[config.mk]
export PLATFORM = sky130hd
export DESIGN_NAME = scl_disturb_timer
export DESIGN_NICKNAME = d
export VERILOG_FILES = /design/src/rtl/sdt_pkg.sv /design/src/rtl/sdt_scl_edge.sv /design/src/rtl/sdt_us_tick.sv /design/src/rtl/sdt_dur_counter.sv /design/src/rtl/scl_disturb_timer.sv
export SDC_FILE = /design/constraint.sdc
export NUM_CORES = 1
export LEC_CHECK = 0
export BUFFER_PORTS_ARGS = -buffer_cell sky130_fd_sc_hd__buf_2
export CORE_MARGIN = 2
export CORE_UTILIZATION = 64
export CTS_CLUSTER_DIAMETER = 40
export DETAILED_ROUTE_END_ITERATION = 8
export GPL_TIMING_DRIVEN = 0
export MAX_ROUTING_LAYER = met4
export PLACE_DENSITY = 0.85
export SLEW_MARGIN = 30
export SYNTH_ARGS = -nofsm -noshare
export SYNTH_HDL_FRONTEND = slang
export SYNTH_HIERARCHICAL = 1
export SYNTH_SLANG_ARGS = --single-unit
export TNS_END_PERCENT = 1
[constraint.sdc]
create_clock -name clk -period 5.5 [get_ports clk]
set_input_delay 0.275 -clock clk [delete_from_list [all_inputs] [get_ports clk]]
set_output_delay 0.275 -clock clk [all_outputs]
set_load 0.01 [all_outputs]
[src/rtl/sdt_pkg.sv]
`timescale 1ns/100ps
package sdt_pkg;
  typedef enum logic [1:0] {
    ST_IDLE  = 2'd0,
    ST_ARMED = 2'd1,
    ST_RUN   = 2'd2
  } sdt_state_e;

  typedef enum logic {
    MODE_PULL = 1'b0,
    MODE_TRIG = 1'b1
  } sdt_mode_e;
endpackage

[src/rtl/sdt_scl_edge.sv]
`timescale 1ns/100ps
module sdt_scl_edge #(
  parameter int SYNC_STAGES = 2
) (
  input  logic clk,
  input  logic rst_n,
  input  logic scl_i,
  output logic fall_o
);
  // sh[0..SYNC_STAGES-1] synchroniser, sh[SYNC_STAGES] previous sample
  logic [SYNC_STAGES:0] sh;

  always_ff @(posedge clk or negedge rst_n) begin
    if (!rst_n) sh <= '1;
    else        sh <= {sh[SYNC_STAGES-1:0], scl_i};
  end

  assign fall_o = sh[SYNC_STAGES] & ~sh[SYNC_STAGES-1];


  fall_single_chk: assert property (@(posedge clk) disable iff (!rst_n)
    fall_o |=> !fall_o);
endmodule

[src/rtl/sdt_us_tick.sv]
`timescale 1ns/100ps
module sdt_us_tick #(
  parameter int CLK_PER_US = 200
) (
  input  logic clk,
  input  logic rst_n,
  input  logic clr_i,
  output logic tick_o
);
  localparam int CW = (CLK_PER_US > 1) ? $clog2(CLK_PER_US) : 1;
  localparam logic [CW-1:0] LAST = CW'(CLK_PER_US - 1);

  logic [CW-1:0] cnt;

  assign tick_o = (cnt == LAST);

  always_ff @(posedge clk or negedge rst_n) begin
    if (!rst_n)       cnt <= '0;
    else if (clr_i)   cnt <= '0;
    else if (tick_o)  cnt <= '0;
    else              cnt <= cnt + 1'b1;
  end


  cnt_range_chk: assert property (@(posedge clk) disable iff (!rst_n)
    cnt <= LAST);
endmodule

[src/rtl/sdt_dur_counter.sv]
`timescale 1ns/100ps
module sdt_dur_counter #(
  parameter int W = 17
) (
  input  logic         clk,
  input  logic         rst_n,
  input  logic         clr_i,
  input  logic         load_i,
  input  logic [W-1:0] val_i,
  input  logic         tick_i,
  output logic         done_o
);
  logic [W-1:0] rem;

  assign done_o = tick_i && (rem == W'(1));

  always_ff @(posedge clk or negedge rst_n) begin
    if (!rst_n)                     rem <= '0;
    else if (clr_i)                 rem <= '0;
    else if (load_i)                rem <= val_i;
    else if (tick_i && rem != '0)   rem <= rem - 1'b1;
  end


  rem_no_rise_chk: assert property (@(posedge clk) disable iff (!rst_n)
    !load_i |=> rem <= $past(rem));
endmodule

[src/rtl/scl_disturb_timer.sv]
`timescale 1ns/100ps
module scl_disturb_timer
  import sdt_pkg::*;
#(
  parameter int CLK_PER_US = 200,
  parameter int MAX_US     = 100000,
  parameter int DUR_W      = 17
) (
  input  logic             clk,
  input  logic             rst_n,
  input  logic             scl_i,
  input  logic             mode_i,
  input  logic [DUR_W-1:0] dur_us_i,
  input  logic             arm_i,
  input  logic             abort_i,
  output logic             sda_pull_o,
  output logic             trig_o,
  output logic             busy_o
);
  localparam int CNT_W = $clog2(MAX_US + 1);

  sdt_state_e       state;
  sdt_mode_e        mode_q;
  logic [CNT_W-1:0] dur_q;
  logic [CNT_W-1:0] dur_clamp;
  logic             pull_q, trig_q;
  logic             scl_fall, us_tick, run_done, start;

  assign dur_clamp = (dur_us_i > DUR_W'(MAX_US)) ? CNT_W'(MAX_US) : CNT_W'(dur_us_i);
  assign start     = (state == ST_ARMED) && scl_fall && !abort_i;

  sdt_scl_edge #(.SYNC_STAGES(2)) u_edge (
    .clk(clk), .rst_n(rst_n), .scl_i(scl_i), .fall_o(scl_fall)
  );

  sdt_us_tick #(.CLK_PER_US(CLK_PER_US)) u_tick (
    .clk(clk), .rst_n(rst_n), .clr_i(start), .tick_o(us_tick)
  );

  sdt_dur_counter #(.W(CNT_W)) u_cnt (
    .clk(clk), .rst_n(rst_n), .clr_i(abort_i), .load_i(start), .val_i(dur_q),
    .tick_i(us_tick && state == ST_RUN), .done_o(run_done)
  );

  always_ff @(posedge clk or negedge rst_n) begin
    if (!rst_n) begin
      state  <= ST_IDLE;
      mode_q <= MODE_PULL;
      dur_q  <= '0;
      pull_q <= 1'b0;
      trig_q <= 1'b0;
    end else begin
      trig_q <= 1'b0;
      if (abort_i) begin
        state  <= ST_IDLE;
        pull_q <= 1'b0;
      end else begin
        unique case (state)
          ST_IDLE: if (arm_i) begin
            state  <= ST_ARMED;
            mode_q <= sdt_mode_e'(mode_i);
            dur_q  <= dur_clamp;
          end
          ST_ARMED: if (scl_fall) begin
            if (dur_q == '0) begin
              state  <= ST_IDLE;
              trig_q <= (mode_q == MODE_TRIG);
            end else begin
              state  <= ST_RUN;
              pull_q <= (mode_q == MODE_PULL);
            end
          end
          ST_RUN: if (run_done) begin
            state  <= ST_IDLE;
            pull_q <= 1'b0;
            trig_q <= (mode_q == MODE_TRIG);
          end
          default: state <= ST_IDLE;
        endcase
      end
    end
  end

  assign sda_pull_o = pull_q;
  assign trig_o     = trig_q;
  assign busy_o     = (state != ST_IDLE);


  abort_clears_chk: assert property (@(posedge clk) disable iff (!rst_n)
    abort_i |=> !busy_o && !sda_pull_o && !trig_o);

  trig_at_end_chk: assert property (@(posedge clk) disable iff (!rst_n)
    trig_o |-> !busy_o && $past(busy_o));

  trig_single_chk: assert property (@(posedge clk) disable iff (!rst_n)
    trig_o |=> !trig_o);

  pull_in_mode_chk: assert property (@(posedge clk) disable iff (!rst_n)
    sda_pull_o |-> busy_o && mode_q == MODE_PULL);

  arm_takes_chk: assert property (@(posedge clk) disable iff (!rst_n)
    !busy_o && arm_i && !abort_i |=> busy_o);

  arm_held_chk: assert property (@(posedge clk) disable iff (!rst_n)
    busy_o && !abort_i |=> $stable(mode_q) && $stable(dur_q));

  dur_clamp_chk: assert property (@(posedge clk) disable iff (!rst_n)
    dur_q <= CNT_W'(MAX_US));
endmodule

Yosys cells after proc, flatten, opt, wreduce, memory -nomap -nowiden
Cells that the tools add are included.
{ "totals": {"inputBits": 23, "reg_bits": 50, "out_inout_bits": 3, "wordCells": 60} }
{ "op_classes": {"order_cmp": 1, "n_reduce_logical": 15, "n_bitwise": 4, "n_addsub": 2, "eq_ne": 8, "muxes": 22} }
{ "op_table": {"columns": ["op", "count"], "rows": [
  ["2-to-1 mux 17 bit", 4],
  ["equality test 17 x 1 -> 1 bit, second input constant", 1],
  ["> comparator 17 bit, second input constant", 1],
  ["logical NOT 17 bit", 1],
  ["nonzero test 17 bit", 1],
  ["subtractor 17 x 1 -> 17 bit, second input constant", 1],
  ["2-to-1 mux 8 bit", 2],
  ["!= test 3 bit, second input constant", 4],
  ["2-to-1 mux 2 bit", 5],
  ["adder 8 x 1 -> 8 bit, second input constant", 1],
  ["equality test 8 bit, second input constant", 1],
  ["2-to-1 mux 1 bit", 8],
  ["one-hot mux 2 bit (3 select lines)", 1],
  ["AND reduction 3 bit", 2],
  ["nonzero test 3 bit", 2],
  ["logical AND 1 bit", 5],
  ["one-hot mux 1 bit (2 select lines)", 2],
  ["AND reduction 4 bit", 1],
  ["inverter 1 bit", 3],
  ["equality test 2 x 1 -> 1 bit, second input constant", 1],
  ["equality test 2 bit, second input constant", 1],
  ["logical NOT 2 bit", 1],
  ["nonzero test 2 bit", 1],
  ["bitwise AND 1 bit", 1],
  ["logical NOT 1 bit", 1]
]} }

Logic depth before layout (Yosys ltp)
Gate-level depths: netlist of the first run.
{ "logic_depth": {"word_depth": 6, "ltp_mapped": 11, "depth_no_buf": 10} }

By module
The synthesis of the first run kept the hierarchy.
{ "modules_own_cells": {"columns": ["module", "seq_area_each_um2", "area_each_um2", "instances", "cells_each"], "rows": [
  ["sdt_dur_counter", 425.4, 1198.6, 1, 142],
  ["scl_disturb_timer", 550.5, 1123.6, 1, 131],
  ["sdt_us_tick", 200.2, 379.1, 1, 37],
  ["sdt_scl_edge", 78.8, 92.6, 1, 4]
]} }

Least setup slack after synthesis of the first run
OpenSTA, ideal clock, no wires.
{ "synth_timing": {"path_kind": "reg2reg", "from": "register u_tick.cnt[3]", "to": "register u_cnt.rem[9]", "arrival_time_ns": 2.744, "path_buffers": 1, "path_slack_ns": 2.634, "setup_time_ns": 0.122, "synth_period_minus_slack_ns": 2.866, "t_required_ns": 5.378, "stages_incl_launch_ff": 9, "cell_sequence": "dfrtp_1 nor4b_1 and3_1 and2_1 clkbuf_1 or4b_1 or4_4 or4b_1 o2111a_1"} }
{ "synth_between": {"elab_chain_cells": 4} }
{ "synth_lines": {"columns": ["element", "line", "text"], "rows": [
  ["from (decl)", "sdt_us_tick.sv:13", "logic [CW-1:0] cnt;"],
  ["from (signal assigned)", "sdt_us_tick.sv:21", "else cnt <= cnt + 1'b1;"],
  ["equality test 8 bit", "sdt_us_tick.sv:15", "assign tick_o = (cnt == LAST);"],
  ["via us_tick", "scl_disturb_timer.sv:27", "logic scl_fall, us_tick, run_done, start;"],
  ["logical AND 1 bit", "scl_disturb_timer.sv:42", ".tick_i(us_tick && state == ST_RUN), .done_o(run_done)"],
  ["logical AND 1 bit", "sdt_dur_counter.sv:21", "else if (tick_i && rem != '0) rem <= rem - 1'b1;"],
  ["nonzero test 3 bit (no source line)", null, null],
  ["to (signal assigned)", "sdt_dur_counter.sv:20", "else if (load_i) rem <= val_i;"],
  ["to (signal assigned)", "sdt_dur_counter.sv:21", null],
  ["to (decl)", "sdt_dur_counter.sv:13", "logic [W-1:0] rem;"]
]} }
The timed path passes the listed nets, and every way through them passes these cells.
A chain may end at the register's enable or synchronous reset.

Worst setup path in the final report of the first run
{ "layout_timing": {"from": "register u_tick.cnt[3]", "to": "register u_cnt.rem[15]"} }
The elaborated chain is that of the path after synthesis.

==> results of run 1 <==
==> cell usage after synthesis, drive strengths merged (2+ instances only) <==
| cell | count |
|---|---|
| a2111oi | 5 |
| a211oi | 3 |
| a21oi | 11 |
| a221o | 2 |
| a311oi | 8 |
| a31oi | 3 |
| and2 | 2 |
| and3 | 4 |
| and4 | 3 |
| buf | 4 |
| clkbuf | 9 |
| dfrtp | 47 |
| dfstp | 3 |
| ha | 6 |
| inv | 15 |
| nand2 | 51 |
| nand2b | 4 |
| nand3 | 13 |
| nand3b | 7 |
| nand4 | 2 |
| nor2 | 32 |
| nor3 | 8 |
| nor4 | 11 |
| nor4b | 5 |
| o2111a | 3 |
| o211ai | 2 |
| o21ai | 16 |
| o31ai | 2 |
| or3 | 7 |
| or4 | 5 |
| or4b | 2 |
| xor2 | 2 |
==> worst max-delay path, cell delays in order, from the launching register on <==
cell and delay (ps):
dfrtp_1 450, nor4b_1 430, and3_1 220, and2_1 120
clkbuf_1 270, nor4b_1 740, o21ai_0 370, or4_1 470
a311oi_1 270
==> path summary, 6_finish.rpt <==
path                                    startpoint                   endpoint  slack, ps  cells after the start
min in group clk                             scl_i     u_edge/sh[0]$_DFF_PN1_         70                      1
max in group asynchronous                    rst_n  u_cnt/rem[11]$_DFFE_PN0P_       5110                      1
setup reg to reg           u_tick/cnt[3]$_DFF_PN0_  u_cnt/rem[15]$_DFFE_PN0P_       2060                      8
setup / recovery           u_tick/cnt[3]$_DFF_PN0_  u_cnt/rem[15]$_DFFE_PN0P_       2060                      8
hold reg to reg             u_edge/sh[0]$_DFF_PN1_     u_edge/sh[1]$_DFF_PN1_        360                      0
hold / removal                               rst_n  u_cnt/rem[12]$_DFFE_PN0P_        -20                      1
==> power groups by stage <==
stage                     clock network (W)  registers (W)  logic, W
after detailed placement                  0       0.000533  0.000255
final                              0.000224       0.000528  0.000257
after global placement                    0       0.000528  0.000246
after CTS                          0.000229       0.000526  0.000257
after floorplan                           0       0.000507  0.000193
after global routing               0.000245       0.000538  0.000294
==> sequential cells by signal, summed over array words and instances, names as in the netlist <==
| name | count |
|---|---|
| sda_pull_o | 1 |
| dur_q | 17 |
| trig_o | 1 |
| u_tick/cnt | 8 |
| state | 2 |
| u_cnt/rem | 17 |
| u_edge/sh | 3 |
| mode_q | 1 |
==> logic make-up (layout without fill, tap and decap cells) <==
group | after synthesis | count (layout) | share of synthesized area [%]
xor gates and xnor gates | 3 | 3 | 0.941
muxes | 1 | 1 | 0.358
AOI/OAI and AO/OA | 65 | 65 | 16.8
adders and majority gates | 6 | 6 | 2.69
and+or+nand+nor | 161 | 161 | 30.3
DFF | 50 | 50 | 44.9
buffers and inverters | 28 | 61 | 4.03
==> area by class of cell <==
| type | instances | share of cell area [%] |
|---|---|---|
| Clock inverter | 1 | 0.284 |
| Timing Repair Buffer | 25 | 4.13 |
| Multi-Input combinational cell | 236 | 46.4 |
| Tap cell | 52 | 2.11 |
| Inverter | 15 | 1.82 |
| Sequential cell | 50 | 40.6 |
| Buffer | 13 | 1.82 |
| Clock buffer | 7 | 2.80 |
==> metrics by stage <==
stage          setup WS [ps]  hold slack [ps]  cell area (um^2)
2_1_floorplan           2630            -20.6              2790
3_3_place_gp            2300              350              2980
3_5_place_dp            2130              335              2990
4_1_cts                 2100             5.26              3090
5_1_grt                 1860             35.2              3090
6_report                2060            -24.7              3090
==> layer usage <==
layer / track usage (%) / routed length (um) / up-vias
li1: - / - / 1225
met1: 39.6 / 2930 / 1175
met2: 43.2 / 2940 / 92
met3: 4.91 / 347 / 15
met4: 8.76 / 104 / 0
met5: - / 0 / -
==> qor.yml, run 1 <==
floorplan:
  fp.dieW_um: 70.1
  io_pins: 26
  initial_core_util_pct: 65.5
  row_count: 24
  die_h_um: 70.1
  die_area_mm2: 0.00491
  core_area_mm2: 0.00426
power:
  pwr-share-comb_pct: 25.5
  p_seq_share_pct: 52.3
  powerDensity_mw_per_mm2: 327
  ir_drop_uv: 273
  internal-power_w: 0.000653
  p_switching_w: 0.000356
  clkPwrFrac_pct: 22.2
  p_leak_nw: 1.36
  fin_total_pwr_w: 0.00101
  switching_share_pct: 35.3
cells_and_area:
  finalNonFillerCells: 399
  areaGrowthSynthToFinish_pct: 10.5
  seqCellArea_mm2: 0.00125
  final_cell_mix: "nand2_1, dfrtp_1, nor2_1"
  final_core_util_pct: 72.4
  fillers: 323
  nets: 375
  drive_gt1_share_pct: 14.4
  multi_input_area_mm2: 0.00143
  diodes: 0
  final_common_cell: "nand2_1"
min_path:
  hold_class: "primary input to async pin"
placement:
  post-place-cells: 391
  dp_hpwl_um: 4740
  port_buffers: 25
  gp_congestion: 0.906
clocking:
  numClockSinks: 50
  cts_max_level: 2
  cts_resized: 0
  cts_setup_buffers: 0
  clk_pin_slew_worst_paths_ps: 90
  clockBufferDepth: 2
  cts_buffers: 5
  insertion_delay_ps: 300
  cts_tree: "built"
  hold_buffers: 0
  root_buffer: "clkbuf_8"
critical_path:
  worstPathArrival_ps: 3650
  start_kind: "register"
  end_kind: "register"
  path_class: "register to register"
  cp.required_ps: 5710
  cp_max_fo: 8
timing:
  worstMarginPinSlew_ps: 854
  finalSetupViolCount: 0
  drv_slew: 0
  finalSetupTns_ps: 0
  holdWs_ps: -24.7
  finalCritPeriodShare_pct: 62.6
  finalHoldViolations: 37
  finClkSkew_ps: 4.30
  fmax_ghz: 0.290
  maxSlewHeadroom_pct: 42.3
  rsz0062_at_grt: "false"
  fin_crit_ps: 3440
synthesis:
  syn_inst: 314
  synth.largest_area_cell: "dfrtp_1"
  yosysSeqAreaShare_pct: 44.9
  syn-num-nets: 343
  avgSynthCellArea_um2: 8.90
  ys_types: 56
  synth_top_area_share_pct: 42.1
  synthTopCellsByArea: "dfrtp_1, nand2_1, nor2_1, o21ai_0, dfstp_2"
  synth_ff_type: "dfrtp_1"
  synth-seq-cells: 50
  synthArstFlopShare_pct: 100
  synth_edf_count: 0
  syn_area_mm2: 0.00279
  ys_warn_count: 6
grt:
  gr-total-overflow: 0
  antenna_found_initial: 0
  grt_pass1_wl_um: 10800
  grt_pass1_vias: 2301
  grt_start_max_net_pins: 51
  track_usage_pct: 28.4
routing:
  drtAntennaViolNets: 0
  drt_iter0_drc: 284
  num_vias: 2507
  wirelength_um: 6330
  vias_per_cell: 6.28
  drtPass1Iterations: 6
  wl_per_cell_um: 15.9
  route.detailed.drc: 0
outcome:
  status: "finished, violations left"
  violations: "negative hold slack"
flow_run:
  cap_violations: 0
(Power assumes the default switching activity.)
==> run 2, diff against run 1 <==
--- a/config.mk
+++ b/config.mk
@@ -7,12 +7,12 @@
 export LEC_CHECK = 0
 export BUFFER_PORTS_ARGS = -buffer_cell sky130_fd_sc_hd__buf_2
 export CORE_MARGIN = 2
-export CORE_UTILIZATION = 64
+export CORE_UTILIZATION = 59
 export CTS_CLUSTER_DIAMETER = 40
 export DETAILED_ROUTE_END_ITERATION = 8
 export GPL_TIMING_DRIVEN = 0
 export MAX_ROUTING_LAYER = met4
-export PLACE_DENSITY = 0.85
+export PLACE_DENSITY = 0.79
 export SLEW_MARGIN = 30
 export SYNTH_ARGS = -nofsm -noshare
 export SYNTH_HDL_FRONTEND = slang
==> constraint.sdc (replaced) <==
create_clock -name clk -period 3.5 [get_ports clk]
set_input_delay 0.175 -clock clk [delete_from_list [all_inputs] [get_ports clk]]
set_output_delay 0.175 -clock clk [all_outputs]
set_load 0.01 [all_outputs]
==> run 2 against run 1 <==
  * The run now ends clean
  * Maximum frequency is 8.1% higher
  * Sequential share of layout area is 0.49 points lower
  * Register-to-register slack worse by 1700 ps
  * Die area is 8.0% higher
  * Sequential power is 57% higher
  * Global-route usage is 0.51 points lower
  * Wire length is 6.6% higher
  * Non-clock buffer count is 2 higher
  * Largest cell class unchanged
==> qor.yml, run 2 (synthesis results as in run 1) <==
outcome:
  status: "finished clean"
routing:
  num_vias: 2574  # +2.7%
  wl_per_cell_um: 16.7  # +5.5%
  route.detailed.drc: 0  # unchanged
  wirelength_um: 6750  # +6.6%
  vias_per_cell: 6.39  # +1.7%
  drtPass1Iterations: 5  # -1
  drt_iter0_drc: 267  # -6.0%
  drtAntennaViolNets: 0  # unchanged
power:
  pwr-share-comb_pct: 25.1  # -0.4 points
  powerDensity_mw_per_mm2: 528  # +62%
  p_seq_share_pct: 50.2  # -2.1 points
  internal-power_w: 0.00108  # +65%
  switching_share_pct: 34.7  # -0.61 points
  ir_drop_uv: 262  # -4.0%
  p_switching_w: 0.000572  # +61%
  p_leak_nw: 1.37  # +0.86%
  clkPwrFrac_pct: 24.7  # +2.5 points
cells_and_area:
  reg_top3: "dur_q (17), u_cnt/rem (17), u_tick/cnt (8)"
  finalNonFillerCells: 403  # +1.0%
  nets: 377  # +0.53%
  areaGrowthSynthToFinish_pct: 11.9
  seqCellArea_mm2: 0.00125  # unchanged
  fillers: 388  # +20%
  multi_input_area_mm2: 0.00143  # unchanged
  drive_gt1_share_pct: 14.3  # -0.083 points
  final_common_cell: "nand2_1"
  final_cell_mix: "nand2_1, dfrtp_1, nor2_1"
  diodes: 0  # unchanged
  final_area_mm2: 0.00313  # +1.2%
clocking:
  cts_setup_buffers: 0  # unchanged
  clk_pin_slew_worst_paths_ps: 100  # about the same
  cts_tree: "built"
  numClockSinks: 50  # unchanged
  clockBufferDepth: 2  # unchanged
  insertion_delay_ps: 300  # about the same
  cts_max_level: 2  # unchanged
  cts_buffers: 5  # unchanged
  root_buffer: "clkbuf_8"
timing:
  finalCritPeriodShare_pct: 91.0  # +28 points
  finalSetupTns_ps: 0  # unchanged
  drv_slew: 0  # unchanged
  finalSetupViolCount: 0  # unchanged
  fin_crit_ps: 3190  # -258 ps
  finClkSkew_ps: 8.74  # +4.44 ps
  worstMarginPinSlew_ps: 968  # +115 ps
  maxSlewHeadroom_pct: 34.8  # -7.4 points
  fmax_ghz: 0.314  # +8.1%
  rsz0062_at_grt: "false"
  finalHoldViolations: 0  # -100%
grt:
  track_usage_pct: 27.9  # -0.51 points
  gr-total-overflow: 0  # unchanged
  grt_start_max_net_pins: 51  # unchanged
  grt_pass1_wl_um: 11200  # +4.0%
  grt_pass1_vias: 2354  # +2.3%
  antenna_found_initial: 0  # unchanged
floorplan:
  initial_core_util_pct: 60.4  # -5.2 points
  fp.dieW_um: 72.8  # +3.9%
  die_h_um: 72.8  # +3.9%
  io_pins: 26  # unchanged
  die_area_mm2: 0.00530  # +8.0%
  core_area_mm2: 0.00463  # +8.6%
  row_count: 25  # +4.2%
critical_path:
  path_class: "register to register"
  rr_endpoint: "u_cnt/rem[9]$_DFFE_PN0P_"
  crit_start: "u_tick/cnt[3]$_DFF_PN0_"
  r2r_cells: 8  # unchanged
  reg2reg_slack_ps: 310  # -1740 ps
  start_kind: "register"
  crit_path_end: "u_cnt/rem[9]$_DFFE_PN0P_"
  cp_max_fo: 8  # unchanged
  worstPathArrival_ps: 3370  # -280 ps
  r2r-start: "u_tick/cnt[3]$_DFF_PN0_"
  cp.required_ps: 3690  # -2020 ps
  end_kind: "register"
placement:
  gp_congestion: 0.937  # +3.5%
  post-place-cells: 393  # +0.51%
  port_buffers: 25  # unchanged
  placed_area_mm2: 0.00299  # -0.13%
  dp_hpwl_um: 4890  # +3.1%
min_path:
  hold_class: "primary input to register"
flow_run:
  cap_violations: 0  # unchanged
-- run 2: area by class of cell --
| cell class | instances | area share [%] |
|---|---|---|
| Buffer | 13 | 1.80 |
| Clock inverter | 2 | 1.20 |
| Clock buffer | 6 | 2.32 |
| Timing Repair Buffer | 27 | 4.72 |
| Multi-Input combinational cell | 236 | 45.8 |
| Inverter | 15 | 1.80 |
| Tap cell | 54 | 2.16 |
| Sequential cell | 50 | 40.2 |
-- run 2: routing by layer --
layer  track usage, %  part of all wire (%)
met3             4.01                   5.8
met5                -                     0
met4             9.05                   2.0
met2             42.2                    46
met1             39.1                    46
-- run 2: power groups by stage --
stage | registers [W] | clock network (W) | logic [W]
floorplan | 0.000797 | 0 | 0.000303
global placement | 0.000831 | 0 | 0.000390
detailed placement | 0.000837 | 0 | 0.000403
CTS | 0.000825 | 0.000412 | 0.000410
global route | 0.000843 | 0.000433 | 0.000467
finish | 0.000829 | 0.000408 | 0.000413
-- run 2: through the flow --
step                      hold WS, ps  utilization, %  power, W  worst slack (ps)
final                            76.3            67.5   0.00165               314
after global routing              103            67.5   0.00174              81.0
after CTS                        77.0            67.4   0.00165               283
after detailed placement          239            64.6   0.00124               305
after global placement            280            64.5   0.00122               407
after floorplan                  -121               -   0.00110               634
-- run 2: how the worst min path moves through the flow --
| stage | cells past startpoint | start | endpoint |
|---|---|---|---|
| 2_1_floorplan | 0 | rst_n | dur_q[0]$_DFFE_PN0P_ |
| 3_3_place_gp | 1 | scl_i | u_edge/sh[0]$_DFF_PN1_ |
| 3_5_place_dp | 1 | rst_n | u_cnt/rem[8]$_DFFE_PN0P_ |
| 4_1_cts | 3 | dur_us_i[15] | dur_q[15]$_DFFE_PN0P_ |
| 5_1_grt | 3 | mode_i | mode_q$_DFFE_PN0P_ |
| 6_report | 3 | dur_us_i[15] | dur_q[15]$_DFFE_PN0P_ |
-- run 2: what timing repair did --
item | CTS | global route
hold endpoints to repair | 48 | 0
resized for setup | 0 | 1
hold buffers | 2 | 0
setup endpoints to repair | 0 | 1
-- run 2: worst max-delay path: stages, from the launching register on --
cell      delay, ps
dfrtp_1         450
nor4b_1         400
and3_1          220
and2_1          130
clkbuf_1        250
or4b_1          570
or4_4           450
or4b_1          470
o2111a_1        150
